**config.mk**
```make
export PLATFORM = sky130hd
export DESIGN_NAME = johnson_decade_div
export DESIGN_NICKNAME = d
export VERILOG_FILES = /design/src/rtl/jdc_pkg.sv /design/src/rtl/jdc_sync.sv /design/src/rtl/jdc_clr_sync.sv /design/src/rtl/jdc_advance.sv /design/src/rtl/jdc_ring.sv /design/src/rtl/jdc_decode.sv /design/src/rtl/johnson_decade_div.sv
export SDC_FILE = /design/constraint.sdc
export NUM_CORES = 1
export LEC_CHECK = 0
export BUFFER_PORTS_ARGS = -buffer_cell sky130_fd_sc_hd__buf_2
export CAP_MARGIN = 15
export CORE_UTILIZATION = 47
export CTS_CLUSTER_DIAMETER = 80
export DETAILED_ROUTE_END_ITERATION = 6
export HOLD_SLACK_MARGIN = 0.03
export PLACE_DENSITY = 0.71
export SLEW_MARGIN = 20
export SYNTH_ARGS = -nofsm -noshare
export SYNTH_HDL_FRONTEND = slang
export SYNTH_SLANG_ARGS = --single-unit
```
**constraint.sdc**
```tcl
create_clock -name clk -period 0.8 [get_ports clk]
set_input_delay 0.12 -clock clk [delete_from_list [all_inputs] [get_ports clk]]
set_output_delay 0.12 -clock clk [all_outputs]
set_load 0.05 [all_outputs]
```
**src/rtl/jdc_pkg.sv**
```systemverilog
package jdc_pkg;
  // Shortest chain that still resolves metastability on the pins.
  localparam int unsigned JDC_MIN_SYNC = 2;

  // Pin pair carried through the synchronizer together so both see equal delay.
  typedef struct packed {
    logic pulse;
    logic inhibit;
  } jdc_pins_t;
endpackage

```
**src/rtl/jdc_sync.sv**
```systemverilog
module jdc_sync #(
  parameter int unsigned DEPTH = 2,
  parameter int unsigned WIDTH = 2
) (
  input  logic             clk,
  input  logic [WIDTH-1:0] din,
  output logic [WIDTH-1:0] dout
);
  logic [WIDTH-1:0] stage_q [DEPTH];

  // Reset-less chain: a clear must not create a fake edge at release.
  generate
    for (genvar s = 0; s < DEPTH; s++) begin : g_stage
      if (s == 0) begin : g_first
        always_ff @(posedge clk) stage_q[0] <= din;
      end else begin : g_rest
        always_ff @(posedge clk) stage_q[s] <= stage_q[s-1];
      end
    end
  endgenerate

  assign dout = stage_q[DEPTH-1];
endmodule

```
**src/rtl/jdc_clr_sync.sv**
```systemverilog
module jdc_clr_sync #(
  parameter int unsigned DEPTH = 2
) (
  input  logic clk,
  input  logic clr_async,
  output logic clr_hold
);
  logic [DEPTH-1:0] hold_q;

  // Asserts the moment the pin rises, lets go on the system clock.
  always_ff @(posedge clk or posedge clr_async) begin
    if (clr_async) hold_q <= '1;
    else           hold_q <= {hold_q[DEPTH-2:0], 1'b0};
  end

  assign clr_hold = hold_q[DEPTH-1];
endmodule

```
**src/rtl/jdc_advance.sv**
```systemverilog
module jdc_advance
  import jdc_pkg::*;
(
  input  logic      clk,
  input  jdc_pins_t pins,
  output logic      adv
);
  logic gated;
  logic gated_prev_q;

  assign gated = pins.pulse & ~pins.inhibit;

  // History always follows the gate, so a rise during clear is absorbed.
  always_ff @(posedge clk) gated_prev_q <= gated;

  assign adv = gated & ~gated_prev_q;
endmodule

```
**src/rtl/jdc_ring.sv**
```systemverilog
module jdc_ring #(
  parameter int unsigned STAGES = 5
) (
  input  logic              clk,
  input  logic              clr,
  input  logic              adv,
  output logic [STAGES-1:0] ring_q,
  output logic [STAGES-1:0] ring_nxt
);
  logic [STAGES-2:0] edges;
  logic              legal;

  // A valid twisted-ring word has at most one neighbour transition.
  assign edges = ring_q[STAGES-2:0] ^ ring_q[STAGES-1:1];
  assign legal = ($countones(edges) <= 1);

  always_comb begin
    if (!legal)   ring_nxt = '0;
    else if (adv) ring_nxt = {ring_q[STAGES-2:0], ~ring_q[STAGES-1]};
    else          ring_nxt = ring_q;
  end

  always_ff @(posedge clk or posedge clr) begin
    if (clr) ring_q <= '0;
    else     ring_q <= ring_nxt;
  end
endmodule

```
**src/rtl/jdc_decode.sv**
```systemverilog
module jdc_decode #(
  parameter int unsigned STAGES = 5,
  localparam int unsigned COUNT = 2 * STAGES
) (
  input  logic [STAGES-1:0] ring,
  output logic [COUNT-1:0]  dec,
  output logic              carry
);
  // Each count is recognised from one pair of neighbouring ring bits.
  generate
    for (genvar k = 0; k < COUNT; k++) begin : g_dec
      if (k == 0) begin : g_zero
        assign dec[k] = ~ring[0] & ~ring[STAGES-1];
      end else if (k < STAGES) begin : g_fill
        assign dec[k] = ring[k-1] & ~ring[k];
      end else if (k == STAGES) begin : g_full
        assign dec[k] = ring[STAGES-1] & ring[0];
      end else begin : g_drain
        assign dec[k] = ~ring[k-STAGES-1] & ring[k-STAGES];
      end
    end
  endgenerate

  assign carry = ~ring[STAGES-1];
endmodule

```
**src/rtl/johnson_decade_div.sv**
```systemverilog
module johnson_decade_div
  import jdc_pkg::*;
#(
  parameter int unsigned STAGES      = 5,
  parameter int unsigned SYNC_STAGES = 2,
  parameter int unsigned CLR_STAGES  = 2,
  localparam int unsigned COUNT      = 2 * STAGES
) (
  input  logic             clk,
  input  logic             count_i,
  input  logic             inhibit_i,
  input  logic             clear_i,
  output logic [COUNT-1:0] dec_o,
  output logic             carry_o
);
  localparam int unsigned SYNC_D = (SYNC_STAGES < JDC_MIN_SYNC) ? JDC_MIN_SYNC : SYNC_STAGES;
  localparam int unsigned CLR_D  = (CLR_STAGES  < JDC_MIN_SYNC) ? JDC_MIN_SYNC : CLR_STAGES;
  localparam logic [COUNT-1:0] DEC_FIRST = COUNT'(1);

  jdc_pins_t         pins_raw;
  jdc_pins_t         pins_s;
  logic              clr_hold;
  logic              adv;
  logic [STAGES-1:0] ring_q;
  logic [STAGES-1:0] ring_nxt;
  logic [COUNT-1:0]  dec_nxt;
  logic              carry_nxt;
  logic [COUNT-1:0]  dec_q;
  logic              carry_q;

  assign pins_raw.pulse   = count_i;
  assign pins_raw.inhibit = inhibit_i;

  jdc_sync #(.DEPTH(SYNC_D), .WIDTH($bits(jdc_pins_t))) u_sync (
    .clk  (clk),
    .din  (pins_raw),
    .dout (pins_s)
  );

  jdc_clr_sync #(.DEPTH(CLR_D)) u_clr (
    .clk       (clk),
    .clr_async (clear_i),
    .clr_hold  (clr_hold)
  );

  jdc_advance u_adv (
    .clk  (clk),
    .pins (pins_s),
    .adv  (adv)
  );

  jdc_ring #(.STAGES(STAGES)) u_ring (
    .clk      (clk),
    .clr      (clr_hold),
    .adv      (adv),
    .ring_q   (ring_q),
    .ring_nxt (ring_nxt)
  );

  // Decode the next word so the registered outputs line up with the ring.
  jdc_decode #(.STAGES(STAGES)) u_dec (
    .ring  (ring_nxt),
    .dec   (dec_nxt),
    .carry (carry_nxt)
  );

  always_ff @(posedge clk or posedge clr_hold) begin
    if (clr_hold) begin
      dec_q   <= DEC_FIRST;
      carry_q <= 1'b1;
    end else begin
      dec_q   <= dec_nxt;
      carry_q <= carry_nxt;
    end
  end

  assign dec_o   = dec_q;
  assign carry_o = carry_q;
endmodule

```
==> reports/metrics.yaml <==
gr-total-overflow: 0
fmax_mhz: 446
min_path_type: "register to asynchronous set/reset pin"
async_flop_share_pct: 78.3
cts_made_buffers: 3
synth-seq-cells: 23
dp_hpwl_mm: 1.33
max-cap-violations: 0
crit_path_max_fanout: 5
slew_violations: 0
fin_crit_ps: 2240
worst_slack_ps: -1440
vias_per_cell: 5.35
clockBufferDepth: 2
max_stage_delay_ps: 470
vias: 760
antenna_found_initial: 0
dieArea_um2: 2120
clkSlewWorstSetupHoldPaths_ps: 120
r2r_slack_ps: -1440
rsz0062_at_grt: "yes"
setup-violations-final: 27
grt_max_degree: 13
clkLatencyLatePin_ps: 310
fill_cells: 123
dr.pass1.iters: 4
seq_area_um2: 557
tns_ps: -24480
synth_top_cell_area_share_pct: 38.5
critical-path-top-delay-family: "adder cells"
grt_pass1_wl_mm: 3.58
synth.most_common_cell: "dfrtp_1"
ant_nets: 0
crit_arrival_ps: 2460
slowest_stage: "fa_2"
cp-end-kind: "register"
status: "finished with violations"
path_cells: "xor2_2 -> ha_1 -> ha_2 -> fa_2 -> or2_4 -> o32ai_2"
syn2layout_area_growth_pct: 54.0
wire_per_inst_um: 15.9
postPlaceCellArea_um2: 1150
min_period_over_period_pct: 280
synth_common_cells: "dfrtp_1, nand2_1, a21oi_1, dfxtp_1"
synth.distinct_cells: 27
synth.avg_cell_area_um2: 11.7
postRouteWirelength_mm: 2.26
violations: "negative setup slack"
io_pins: 15
final_hold_viol_count: 0
synth_edf_count: 0
fin_nets: 126
drt_iter0_drc: 24
rows: 15
path_class: "register to register"
cts-root-buf: "clkbuf_4"
synth-seq-area-share_pct: 61.0
remaining_drc_errors: 0
synthTopCellsByArea: "dfrtp_1, dfstp_2, dfxtp_1"
grt_pass1_vias: 772
syn_nets: 86
synth_top_flop_cell: "dfrtp_1"
fin_skew_ps: 11.7
clock-sinks: 23
fp.coreArea_um2: 1760
track_usage_pct: 25.6
die_w_um: 46.0
port_buffers: 14
h-tree-depth: 1
dpl_worst_slack_ps: -1580
die_h_um: 46.0
start_kind: "register"
cts_tree: "built"
yosys_warnings: 0
worst-path-buf-inv: 0
design_area_um2: 1400
syn_inst: 78
crit_required_ps: 1020
gp_congestion: 0.868
syn_area_um2: 911
netlist.top_cell.by_area: "dfrtp_1"
num_antenna_cells: 0
drive_above_1_share_pct: 56.4
multi_input_area_um2: 454
initial_core_util_pct: 51.6
cell type report:
cell class / instances / area share [%]
Inverter: 2 / 0.535
Timing Repair Buffer: 37 / 23.3
Tap cell: 25 / 2.23
Multi-Input combinational cell: 51 / 32.4
Sequential cell: 23 / 39.7
Clock buffer: 4 / 1.87
cell families (layout without fill, tap and decap cells):
kind of cell             after synthesis  count (layout)  synth area share (%)
buffers and inverters                  5              43                  2.20
other                                  1               1                 0.412
flip-flops                            23              23                  61.0
AND/OR/NAND/NOR                       26              27                  15.4
XOR/XNOR                               4               4                  3.85
adder cells (fa/ha/maj)                4               4                  6.32
AO/OA/AOI/OAI                         15              15                  10.9
routing by layer:
metal  global-route usage (%)  vias up  part of all wire, %
li1                         -      345                    -
met1                     30.9      368                   40
met2                     43.7       39                   52
met3                     3.97        8                  5.0
met4                     12.9        0                  3.1
met5                        0        -                    0
metrics by stage:
stage	cells	utilization, %	hold slack [ps]
2_1_floorplan	78	-	31.5
3_3_place_gp	131	65.0	141
3_5_place_dp	131	65.0	144
4_1_cts	141	76.8	321
5_1_grt	142	79.5	343
6_report	142	79.5	301
tightest hold or removal path, delay by kind of cell, from the launching register on:
family	cells	cell delay, ps
flops	1	380
buf+inv	2	290
cell usage in the layout (no fill, tap or decap), types with 3 or more instances in the layout:
cell,Yosys,final
dfxtp_1,5,5
o32ai_2,0,3
buf_6,0,9
buf_2,0,3
nand2_1,13,12
dlygate4sd3_1,0,3
xor2_1,4,3
o22ai_2,0,3
a21oi_2,0,6
dfrtp_1,14,13
dfstp_2,4,4
clkbuf_4,0,3
buf_4,0,20
path summary, 6_finish.rpt:
check                                          start                    to  cells past startpoint
worst min register to register       u_clr.hold_q[1]              dec_o[2]                      2
max in group asynchronous            u_clr.hold_q[1]      u_ring.ring_q[1]                      2
worst max-delay path                u_ring.ring_q[1]              dec_o[8]                      6
min in group clk                u_sync.stage_q[0][0]  u_sync.stage_q[0][2]                      0
worst max register to register      u_ring.ring_q[1]              dec_o[8]                      6
worst min-delay path                 u_clr.hold_q[1]              dec_o[2]                      2
flip-flops by register name (all words and copies together) (netlist names):
signal              count
dec_o                  10
u_adv.gated_prev_q      1
u_clr.hold_q            2
u_ring.ring_q           5
carry_o                 1
u_sync.stage_q          4
repair_timing:
item,in CTS,in global routing
hold endpoints to repair,4,0
hold buffers,3,0
endpoints found under the setup margin,27,27
resized for setup,36,9
gates cloned,1,0
buffers inserted,2,1
pin swaps,6,4
Power is not shown: default switching activity piles up to over one toggle a cycle in this logic, so the estimate is an artifact.
